===== src/rtl/bcd_shift4_pkg.sv =====
package bcd_shift4_pkg;

    typedef enum logic [1:0] {
        CTL_HOLD = 2'b00,
        CTL_DOWN = 2'b01,
        CTL_UP   = 2'b10,
        CTL_ZERO = 2'b11
    } ctl_e;

    // Next value of one digit position given its code and both neighbours.
    function automatic logic [3:0] next_digit(input ctl_e code,
                                              input logic [3:0] cur,
                                              input logic [3:0] below,
                                              input logic [3:0] above);
        logic [3:0] r;
        unique case (code)
            CTL_HOLD: r = cur;
            CTL_DOWN: r = above;
            CTL_UP:   r = below;
            default:  r = 4'd0;
        endcase
        return r;
    endfunction

endpackage


===== src/rtl/bcd_shift4_route.sv =====
module bcd_shift4_route
    import bcd_shift4_pkg::*;
#(
    parameter int NDIG = 4
) (
    input  logic [1:0]            lo_ctl,
    input  logic [1:0]            hi_ctl,
    output logic [NDIG-1:0][1:0]  pos_ctl
);
    // Position 0 follows the low code, every other position the high code.
    for (genvar g = 0; g < NDIG; g++) begin : g_route
        if (g == 0) begin : g_low
            assign pos_ctl[g] = lo_ctl;
        end else begin : g_high
            assign pos_ctl[g] = hi_ctl;
        end
    end
endmodule


===== src/rtl/bcd_shift4_cell.sv =====
module bcd_shift4_cell
    import bcd_shift4_pkg::*;
#(
    parameter int DW = 4
) (
    input  logic          clk,
    input  logic          rst,
    input  logic [1:0]    ctl,
    input  logic [DW-1:0] below,
    input  logic [DW-1:0] above,
    output logic [DW-1:0] q
);
    ctl_e code;
    assign code = ctl_e'(ctl);

    always_ff @(posedge clk) begin
        if (rst) q <= '0;
        else     q <= next_digit(code, q, below, above);
    end

    a_r1_reset_zero: assert property (@(posedge clk) rst |=> q == '0);
    a_r2_hold_stable: assert property (@(posedge clk) disable iff (rst)
        code == CTL_HOLD |=> $stable(q));
    a_r3_up_takes_below: assert property (@(posedge clk) disable iff (rst)
        code == CTL_UP |=> q == $past(below));
    a_r4_down_takes_above: assert property (@(posedge clk) disable iff (rst)
        code == CTL_DOWN |=> q == $past(above));
    a_r5_zero: assert property (@(posedge clk) disable iff (rst)
        code == CTL_ZERO |=> q == '0);
endmodule


===== src/rtl/bcd_shift4.sv =====
module bcd_shift4
    import bcd_shift4_pkg::*;
#(
    parameter int NDIG = 4,
    parameter int DW   = 4
) (
    input  logic                 clk,
    input  logic                 rst,
    input  logic [1:0]           lo_ctl,
    input  logic [1:0]           hi_ctl,
    input  logic [DW-1:0]        left_in,
    input  logic [DW-1:0]        right_in,
    output logic [NDIG*DW-1:0]   digits_o
);
    localparam int TW = NDIG * DW;

    logic [NDIG-1:0][1:0]   pos_ctl;
    logic [NDIG-1:0][DW-1:0] dq;

    bcd_shift4_route #(.NDIG(NDIG)) route_i (
        .lo_ctl (lo_ctl),
        .hi_ctl (hi_ctl),
        .pos_ctl(pos_ctl)
    );

    for (genvar g = 0; g < NDIG; g++) begin : g_pos
        logic [DW-1:0] from_below, from_above;
        if (g == 0) begin : g_bot
            assign from_below = left_in;
        end else begin : g_bot
            assign from_below = dq[g-1];
        end
        if (g == NDIG-1) begin : g_top
            assign from_above = right_in;
        end else begin : g_top
            assign from_above = dq[g+1];
        end
        bcd_shift4_cell #(.DW(DW)) cell_i (
            .clk  (clk),
            .rst  (rst),
            .ctl  (pos_ctl[g]),
            .below(from_below),
            .above(from_above),
            .q    (dq[g])
        );
    end

    assign digits_o = TW'(dq);

    // combined first-digit load with upper clear
    a_r7_load_first: assert property (@(posedge clk) disable iff (rst)
        (lo_ctl == CTL_UP && hi_ctl == CTL_ZERO) |=>
        (digits_o[DW-1:0] == $past(left_in) && digits_o[TW-1:DW] == '0));
    // upper positions ignore the low code when the high code holds
    a_r6_upper_split: assert property (@(posedge clk) disable iff (rst)
        hi_ctl == CTL_HOLD |=> $stable(digits_o[TW-1:DW]));
endmodule


===== config.mk =====
export PLATFORM = sky130hd
export DESIGN_NAME = bcd_shift4
export DESIGN_NICKNAME = d
export VERILOG_FILES = /design/src/rtl/bcd_shift4_pkg.sv /design/src/rtl/bcd_shift4_route.sv /design/src/rtl/bcd_shift4_cell.sv /design/src/rtl/bcd_shift4.sv
export SDC_FILE = /design/constraint.sdc
export NUM_CORES = 1
export LEC_CHECK = 0
export ABC_CLOCK_PERIOD_IN_PS = 3430
export CAP_MARGIN = 20
export CORE_UTILIZATION = 48
export CTS_BUF_LIST = sky130_fd_sc_hd__clkbuf_8
export DETAILED_ROUTE_END_ITERATION = 10
export HOLD_SLACK_MARGIN = 0.08
export PLACE_DENSITY = 0.92
export SYNTH_ARGS = -nofsm -noshare
export SYNTH_HDL_FRONTEND = slang
export SYNTH_SLANG_ARGS = --single-unit

===== constraint.sdc =====
create_clock -name clk -period 3.43 [get_ports clk]
set_input_delay 0.686 -clock clk [delete_from_list [all_inputs] [get_ports clk]]
set_output_delay 0.686 -clock clk [all_outputs]
set_load 0.01 [all_outputs]

==> results.sh, run 1 <==
export IMPL_hp_class="flop to flop"
export IMPL_worst_path_max_delay_cell="clkdlybuf4s50_1"
export IMPL_firstDrtPassIters=4
export IMPL_holdPathEnd="g_pos[0].cell_i.q[0]$_SDFFE_PP0P_"
export IMPL_place_port_buffers=29
export IMPL_largest_register="g_pos.cell_i.q"
export IMPL_rows=14
export IMPL_ys_flop_type="dfxtp_1"
export IMPL_post_dp_hpwl_um=1390
export IMPL_fillers=119
export IMPL_clkPwrFrac=0.407
export IMPL_tightest_slew_ns=0.803
export IMPL_syn_area_um2=812
export IMPL_reg2reg_from="g_pos[2].cell_i.q[2]$_SDFFE_PP0P_"
export IMPL_die_h_um=43.1
export IMPL_setup_worst_path_class="input port to flop"
export IMPL_grt_max_degree=19
export IMPL_drive_gt1_frac=0.147
export IMPL_whs_path_depth=2
export IMPL_rsz0062_at_grt="false"
export IMPL_end_kind="flop"
export IMPL_ys_warn_count=0
export IMPL_skew_ns=0.000855
export IMPL_reg2reg_depth=2
export IMPL_critPathLaunchType="input port"
export IMPL_max_stage_delay_ns=0.82
export IMPL_r2r_slack_ns=2.59
export IMPL_crit_fanout=18
export IMPL_drc_errors=0
export IMPL_instances_no_fill=125
export IMPL_antenna_found_initial=0
export IMPL_drt_iter0_markers=16
export IMPL_cp_cell_sequence="clkdlybuf4s50_1 > or3b_4 > o22ai_1"
export IMPL_ys_ff_latch=16
export IMPL_final_nets=130
export IMPL_grt_overflow=0
export IMPL_slew_headroom=0.463
export IMPL_fmax_mhz=461
export IMPL_peakVddDrop_uv=314
export IMPL_post_cts_resized=0
export IMPL_diodes=0
export IMPL_grtUsageTotal=0.240
export IMPL_ant_nets=0
export IMPL_synth_seq_area_share=0.394
export IMPL_fp_dieW_um=43.1
export IMPL_largest_register_ffs=16
export IMPL_cts_buffers_inserted=3
export IMPL_cap_violations=0
export IMPL_setup_violations_final=0
export IMPL_leakagePower_nw=0.379
export IMPL_drt_wl_total_um=2010
export IMPL_path_clk_slew_ns=0.07
export IMPL_synthTopCellsByArea="dfxtp_1 (39%), o22ai_2 (15%), a22oi_1 (15%), ha_1 (9.2%), nand2_1 (7.4%)"
export IMPL_start_util=0.527
export IMPL_insertion_delay_ns=0.24
export IMPL_routedWlPerCell_um=16.1
export IMPL_power_frac_comb=0.132
export IMPL_switching_share=0.229
export IMPL_avgViaCountPerCell=6.10
export IMPL_syn_to_final_growth_pct=40.2
export IMPL_ys_types=12
export IMPL_powerDensity_nw_per_um2=362
export IMPL_grt_pass1_wl_um=3350
export IMPL_outcome="finished, final reports clean"
export IMPL_fin_setup_tns_ns=0
export IMPL_ios=30
export IMPL_p_sw_w=0.0000943
export IMPL_worstPathArrival_ns=2.34
export IMPL_critPathLaunch="rst"
export IMPL_cts_max_level=1
export IMPL_post_cts_buffers=0
export IMPL_syn_num_nets=102
export IMPL_cts_root_buffer="clkbuf_8"
export IMPL_grt_pass1_vias=727
export IMPL_synth_area_leader_cell="dfxtp_1"
export IMPL_cp_required_ns=3.59
export IMPL_num_vias=763
export IMPL_r2r_end="g_pos[1].cell_i.q[2]$_SDFFE_PP0P_"
export IMPL_p_int_w=0.000318
export IMPL_placedCellCount=121
export IMPL_synth_cells=82
export IMPL_core_um2=1540
export IMPL_top_regs="g_pos.cell_i.q: 16 flops"
export IMPL_cts_tree="built"
export IMPL_synth_top_area_share=0.394
export IMPL_hp_start="g_pos[0].cell_i.q[0]$_SDFFE_PP0P_"
export IMPL_die_area_um2=1860
export IMPL_post_route_period_util=0.633
export IMPL_slew_violations=0
export IMPL_async_flop_share=0
export IMPL_clockBufferDepth=2
export IMPL_place_gp_congestion=0.765
export IMPL_ctsHoldBuffers=0
export IMPL_synth_edff_count=0
export IMPL_final_hold_violation_count=0
export IMPL_clkSinkCount=16
export IMPL_final_min_clock_period_ns=2.17
export IMPL_p_seq_frac=0.461
export IMPL_avgSynthCellArea_um2=9.90
export IMPL_synth_common_cells="a22oi_1 (16), dfxtp_1 (16), nand2_1 (16)"
cell type report:
class	instances	area (um2)	share of cell area
sequential	16	320	0.281
clock buffer	4	55.1	0.0484
multi-input combinational	56	438	0.385
timing repair buffer	29	290	0.255
tap	16	20.0	0.0176
inverter	4	15.0	0.0132
cell usage in the layout (no fill, tap or decap):
| master | count |
|---|---|
| inv_1 | 4 |
| or3b_2 | 1 |
| ha_1 | 6 |
| o22ai_2 | 10 |
| or3b_4 | 1 |
| clkbuf_8 | 4 |
| o22ai_1 | 6 |
| clkdlybuf4s50_1 | 29 |
| a22oi_1 | 16 |
| dfxtp_1 | 16 |
| nand2_1 | 16 |
kinds of logic after synthesis:
| logic type | after synthesis | share of synthesized area |
|---|---|---|
| adder cells (fa/ha/maj) | 6 | 0.0924 |
| AO/OA/AOI/OAI | 32 | 0.348 |
| AND/OR/NAND/NOR | 18 | 0.0986 |
| buffers and inverters | 10 | 0.0662 |
| flip-flops | 16 | 0.394 |
worst max-delay path, delay by kind of cell:
kind	cells	cell delay (ns)
AOI/OAI and AO/OA	1	0.14
buffers and inverters	1	0.82
and+or+nand+nor	1	0.68
through the flow:
step / cell area (um2) / worst slack (ns) / total power [W] / utilization / hold slack (ns)
finish: 1140 / 1.26 / 0.000412 / 0.739 / 0.508
global route: 1140 / 1.19 / 0.000429 / 0.739 / 0.528
CTS: 1140 / 1.27 / 0.000414 / 0.739 / 0.504
detailed placement: 1080 / 1.02 / 0.000248 / 0.703 / 0.492
global placement: 1080 / 1.05 / 0.000246 / 0.703 / 0.482
floorplan: 812 / 1.79 / 0.000226 / - / 0.502
how the worst max path moves through the flow:
stage                                              endpoint  cells after the start
after global routing      g_pos[2].cell_i.q[2]$_SDFFE_PP0P_                      5
after CTS                 g_pos[2].cell_i.q[2]$_SDFFE_PP0P_                      3
final                     g_pos[2].cell_i.q[2]$_SDFFE_PP0P_                      3
after detailed placement  g_pos[0].cell_i.q[1]$_SDFFE_PP0P_                      3
after global placement    g_pos[1].cell_i.q[0]$_SDFFE_PP0P_                      3
after floorplan           g_pos[1].cell_i.q[1]$_SDFFE_PP0P_                      5
power groups by stage:
stage	Sequential [W]	Clock [W]	Combinational, W
2_1_floorplan	0.000194	0	0.0000311
3_3_place_gp	0.000194	0	0.0000523
3_5_place_dp	0.000194	0	0.0000540
4_1_cts	0.000190	0.000170	0.0000544
5_1_grt	0.000190	0.000180	0.0000590
6_report	0.000190	0.000168	0.0000545
routing by layer:
metal  vias to the layer above  track usage  wire length [um]
li1                        361            -                 -
met1                       367        0.290               821
met2                        33        0.400              1060
met3                         2       0.0298               117
met4                         0        0.139                18
met5                         -            0                 0
(Power assumes the default switching activity.)
==> run 2, diff against run 1 <==
--- a/config.mk
+++ b/config.mk
@@ -5,13 +5,13 @@
 export SDC_FILE = /design/constraint.sdc
 export NUM_CORES = 1
 export LEC_CHECK = 0
-export ABC_CLOCK_PERIOD_IN_PS = 3430
+export ABC_CLOCK_PERIOD_IN_PS = 1850
 export CAP_MARGIN = 20
-export CORE_UTILIZATION = 48
+export CORE_UTILIZATION = 40
 export CTS_BUF_LIST = sky130_fd_sc_hd__clkbuf_8
 export DETAILED_ROUTE_END_ITERATION = 10
 export HOLD_SLACK_MARGIN = 0.08
-export PLACE_DENSITY = 0.92
+export PLACE_DENSITY = 0.82
 export SYNTH_ARGS = -nofsm -noshare
 export SYNTH_HDL_FRONTEND = slang
 export SYNTH_SLANG_ARGS = --single-unit
==> constraint.sdc (replaced) <==
create_clock -name clk -period 1.85 [get_ports clk]
set_input_delay 0.37 -clock clk [delete_from_list [all_inputs] [get_ports clk]]
set_output_delay 0.37 -clock clk [all_outputs]
set_load 0.01 [all_outputs]
==> run 2 against run 1 <==
  * Flip-flop and latch count did not move
  * Cell area grew 2.4%
  * Cell count is 9.6% higher
  * Critical path type unchanged
  * Register-to-register slack worse by 1.6 ns
  * Critical endpoint unchanged
  * Largest power group unchanged
  * Clock skew down 0.00052 ns
==> results.sh, run 2 (synthesis gave the netlist of run 1 again) <==
export IMPL_outcome="finished, final reports clean"
export IMPL_cts_root_buffer="clkbuf_8"
export IMPL_crit_fanout=12
export IMPL_skew_ns=0.000337
export IMPL_largest_register_ffs=16
export IMPL_firstDrtPassIters=4
export IMPL_core_um2=1820
export IMPL_grt_pass1_wl_um=3190
export IMPL_die_h_um=47.1
export IMPL_placedCellCount=134
export IMPL_critPathLaunchType="input port"
export IMPL_cts_buffers_inserted=3
export IMPL_drt_iter0_markers=37
export IMPL_instances_no_fill=137
export IMPL_grt_overflow=0
export IMPL_place_port_buffers=29
export IMPL_clkSinkCount=16
export IMPL_die_area_um2=2210
export IMPL_slew_headroom=0.706
export IMPL_setup_violations_final=0
export IMPL_cp_required_ns=2.02
export IMPL_routedWlPerCell_um=14.8
export IMPL_drt_wl_total_um=2030
export IMPL_final_hold_violation_count=0
export IMPL_utilization=0.641
export IMPL_final_cell_mix="clkdlybuf4s50_1 (29), nand2_1 (16), a22oi_1 (16), dfxtp_1 (16), o22ai_2 (10)"
export IMPL_cts_tree="built"
export IMPL_clockBufferDepth=2
export IMPL_num_vias=788
export IMPL_post_cts_resized=0
export IMPL_top_regs="g_pos.cell_i.q: 16 flops"
export IMPL_post_cts_buffers=0
export IMPL_end_kind="flop"
export IMPL_layout_commonest_cell="clkdlybuf4s50_1"
export IMPL_holdWs_ns=0.510
export IMPL_cts_max_level=1
export IMPL_rows=15
export IMPL_p_total_w=0.000711
export IMPL_drc_errors=0
export IMPL_grt_max_degree=14
export IMPL_peakVddDrop_uv=326
export IMPL_diodes=0
export IMPL_post_dp_hpwl_um=1430
export IMPL_leakagePower_nw=0.392
export IMPL_start_util=0.446
export IMPL_path_clk_slew_ns=0.06
export IMPL_syn_to_final_growth_pct=43.6
export IMPL_final_nets=134
export IMPL_fmax_mhz=597
export IMPL_drive_gt1_frac=0.170
export IMPL_ios=30
export IMPL_rsz0062_at_grt="false"
export IMPL_antenna_found_initial=0
export IMPL_ant_nets=0
export IMPL_place_gp_congestion=0.803
export IMPL_grt_pass1_vias=726
export IMPL_tightest_slew_ns=0.441
export IMPL_insertion_delay_ns=0.24
export IMPL_cap_violations=0
export IMPL_hp_class="flop to flop"
export IMPL_avgViaCountPerCell=5.75
export IMPL_post_route_period_util=0.906
export IMPL_ctsHoldBuffers=0
export IMPL_fp_dieW_um=47.1
export IMPL_final_min_clock_period_ns=1.68
export IMPL_worstPathArrival_ns=1.84
export IMPL_setup_worst_path_class="input port to flop"
export IMPL_fillers=149
export IMPL_slew_violations=0
export IMPL_grtUsageTotal=0.210
export IMPL_fin_setup_tns_ns=0
export IMPL_largest_register="g_pos.cell_i.q"
export IMPL_powerDensity_nw_per_um2=610
[run 2: cell count changes in the layout (fill, tap and decap cells not counted), sizes merged]
cell	change
buf	+4
clkbuf	-1
[run 2: per-layer routing]
metal / track usage / share of wire
met1: 0.265 / 0.42
met2: 0.336 / 0.48
met3: 0.0269 / 0.066
met4: 0.137 / 0.026
met5: 0 / 0
[run 2: worst paths after layout]
check                                          from                                 to  slack [ns]  cells past startpoint
hold / removal    g_pos[0].cell_i.q[3]$_SDFFE_PP0P_  g_pos[0].cell_i.q[3]$_SDFFE_PP0P_        0.51                      2
setup / recovery                          hi_ctl[0]  g_pos[2].cell_i.q[2]$_SDFFE_PP0P_        0.17                      5
setup reg to reg  g_pos[2].cell_i.q[3]$_SDFFE_PP0P_  g_pos[1].cell_i.q[3]$_SDFFE_PP0P_        0.95                      2
hold reg to reg   g_pos[0].cell_i.q[3]$_SDFFE_PP0P_  g_pos[0].cell_i.q[3]$_SDFFE_PP0P_        0.51                      2
[run 2: power breakdown]
group          switching (W)  internal (W)
clock network       0.000108      0.000144
registers         0.00000340      0.000349
logic              0.0000510     0.0000565
[run 2: area by class of cell]
type,count,area [um2],share of cell area
Clock buffer,3,41.3,0.0354
Inverter,4,15.0,0.0129
Multi-Input combinational cell,56,438,0.376
Sequential cell,16,320,0.275
Tap cell,25,31.3,0.0268
Timing Repair Buffer,33,320,0.275
[run 2: metrics by stage]
| stage | setup WS [ns] | cell area [um2] |
|---|---|---|
| 2_1_floorplan | 0.521 | 812 |
| 3_5_place_dp | -0.0787 | 1120 |
| 4_1_cts | 0.178 | 1170 |
| 3_3_place_gp | -0.00101 | 1120 |
| 5_1_grt | 0.122 | 1170 |
| 6_report | 0.174 | 1170 |
[run 2: critical path: stages]
cell	delay (ns)
clkdlybuf4s50_1	0.50
inv_1	0.07
ha_1	0.27
or3b_4	0.48
o22ai_1	0.15
==> run 3, diff against run 2 <==
--- a/config.mk
+++ b/config.mk
@@ -7,6 +7,7 @@
 export LEC_CHECK = 0
 export ABC_CLOCK_PERIOD_IN_PS = 1850
 export CAP_MARGIN = 20
+export CORE_MARGIN = 5
 export CORE_UTILIZATION = 40
 export CTS_BUF_LIST = sky130_fd_sc_hd__clkbuf_8
 export DETAILED_ROUTE_END_ITERATION = 10
==> run 3 against run 2 <==
  * Critical path type unchanged
  * Critical endpoint is now g_pos[0].cell_i.q[0]$_SDFFE_PP0P_
  * Clock power about the same
  * Sequential share of layout area decreased by 0.059 points
  * Wire length decreased by 2.9%
==> results.sh, run 3 (synthesis gave the netlist of run 1 again) <==
export IMPL_final_min_clock_period_ns=1.64
export IMPL_post_route_period_util=0.885
export IMPL_fmax_mhz=611
export IMPL_insertion_delay_ns=0.25
export IMPL_hp_class="flop to flop"
export IMPL_ant_nets=0
export IMPL_final_hold_violation_count=0
export IMPL_ctsHoldBuffers=0
export IMPL_drt_wl_total_um=1970
export IMPL_drive_gt1_frac=0.170
export IMPL_setup_worst_path_class="input port to flop"
export IMPL_post_cts_buffers=0
export IMPL_path_clk_slew_ns=0.06
export IMPL_skew_ns=0.000935
export IMPL_layout_commonest_cell="clkdlybuf4s50_1"
export IMPL_reg2reg_from="g_pos[1].cell_i.q[0]$_SDFFE_PP0P_"
export IMPL_antenna_found_initial=0
export IMPL_num_vias=753
export IMPL_utilization=0.602
export IMPL_critPathLaunchType="input port"
export IMPL_worst_path_max_delay_cell="clkdlybuf4s50_1"
export IMPL_grt_pass1_vias=714
export IMPL_start_util=0.418
export IMPL_critPathLaunch="lo_ctl[0]"
export IMPL_holdWs_ns=0.503
export IMPL_cap_violations=0
export IMPL_rsz0062_at_grt="false"
export IMPL_crit_buf_inv=2
export IMPL_outcome="finished, final reports clean"
export IMPL_p_total_w=0.000712
export IMPL_crit_fanout=4
export IMPL_tightest_slew_ns=0.453
export IMPL_rows=16
export IMPL_place_port_buffers=29
export IMPL_firstDrtPassIters=4
export IMPL_routedWlPerCell_um=14.2
export IMPL_hp_start="g_pos[3].cell_i.q[0]$_SDFFE_PP0P_"
export IMPL_cp_required_ns=2.02
export IMPL_final_cell_mix="clkdlybuf4s50_1 (29), nand2_1 (16), a22oi_1 (16), dfxtp_1 (16), o22ai_2 (10)"
export IMPL_cp_top_family="buffers and inverters"
export IMPL_peakVddDrop_uv=295
export IMPL_max_stage_delay_ns=0.49
export IMPL_pre_cts_ws_ns=-0.0498
export IMPL_cts_root_buffer="clkbuf_8"
export IMPL_worstPathArrival_ns=1.81
export IMPL_reg2reg_depth=2
export IMPL_post_dp_hpwl_um=1490
export IMPL_holdPathEnd="g_pos[3].cell_i.q[0]$_SDFFE_PP0P_"
export IMPL_leakagePower_nw=0.392
export IMPL_cts_buffers_inserted=3
export IMPL_syn_to_final_growth_pct=43.9
export IMPL_cp_cell_sequence="clkdlybuf4s50_1 > inv_1 > ha_1 > or3b_2 > o22ai_1"
export IMPL_clkSinkCount=16
export IMPL_slew_violations=0
export IMPL_slew_headroom=0.698
export IMPL_cts_tree="built"
export IMPL_top_regs="g_pos.cell_i.q: 16 flops"
export IMPL_diodes=0
export IMPL_r2r_slack_ns=1.09
export IMPL_drt_iter0_markers=10
export IMPL_whs_path_depth=2
export IMPL_post_cts_resized=0
export IMPL_largest_register="g_pos.cell_i.q"
export IMPL_grt_pass1_wl_um=3040
export IMPL_ios=30
export IMPL_largest_register_ffs=16
export IMPL_setup_slack_ns=0.213
export IMPL_cts_max_level=1
export IMPL_core_um2=1940
export IMPL_powerDensity_nw_per_um2=610
export IMPL_fp_dieW_um=55.1
export IMPL_die_h_um=55.1
export IMPL_clockBufferDepth=2
export IMPL_drc_errors=0
export IMPL_grt_max_degree=13
export IMPL_r2r_end="g_pos[2].cell_i.q[0]$_SDFFE_PP0P_"
export IMPL_grt_overflow=0
export IMPL_fin_setup_tns_ns=0
export IMPL_die_area_um2=3030
export IMPL_grtUsageTotal=0.146
export IMPL_final_nets=134
export IMPL_avgViaCountPerCell=5.42
export IMPL_place_gp_congestion=0.739
export IMPL_setup_violations_final=0
export IMPL_end_kind="flop"
[run 3: cell counts in the layout (fill, tap and decap cells not counted)]
Identical to the previous run, type by type.
[run 3: where the power goes]
part / switching (W) / leakage [nW] / internal, W
Sequential: 0.00000331 / 0.129 / 0.000349
Combinational: 0.0000495 / 0.241 / 0.0000565
Clock: 0.000110 / 0.0216 / 0.000144
Total: 0.000163 / 0.392 / 0.000549
[run 3: tightest hold or removal path, cell delays in order, from the launching register on]
cell and delay, ns:
dfxtp_1 0.32, nand2_1 0.08, o22ai_2 0.06
[run 3: worst max-delay path by stage]
stage / end / slack (ns) / depth (start not counted)
after floorplan: g_pos[1].cell_i.q[1]$_SDFFE_PP0P_ / 0.52 / 5
after global placement: g_pos[1].cell_i.q[0]$_SDFFE_PP0P_ / 0.01 / 5
after detailed placement: g_pos[0].cell_i.q[1]$_SDFFE_PP0P_ / -0.05 / 5
after CTS: g_pos[0].cell_i.q[1]$_SDFFE_PP0P_ / 0.21 / 5
after global routing: g_pos[0].cell_i.q[0]$_SDFFE_PP0P_ / 0.16 / 5
final: g_pos[0].cell_i.q[0]$_SDFFE_PP0P_ / 0.21 / 5
[run 3: routing by layer]
layer / vias to the layer above / global-route usage / part of all wire
met3: 5 / 0.0268 / 0.048
met1: 352 / 0.167 / 0.43
met2: 26 / 0.238 / 0.49
met5: - / 0 / 0
met4: 0 / 0.109 / 0.030
li1: 370 / - / -
[run 3: layout make-up]
class                      instances  area [um2]
fill                             178         773
clock buffer                       3        41.3
inverter                           4        15.0
tap                               27        33.8
timing repair buffer              33         320
sequential                        16         320
multi-input combinational         56         438
[run 3: stage by stage]
| step | cells | cell area (um2) |
|---|---|---|
| finish | 139 | 1170 |
| global route | 139 | 1170 |
| CTS | 139 | 1170 |
| detailed placement | 136 | 1130 |
| global placement | 136 | 1130 |
| floorplan | 82 | 812 |
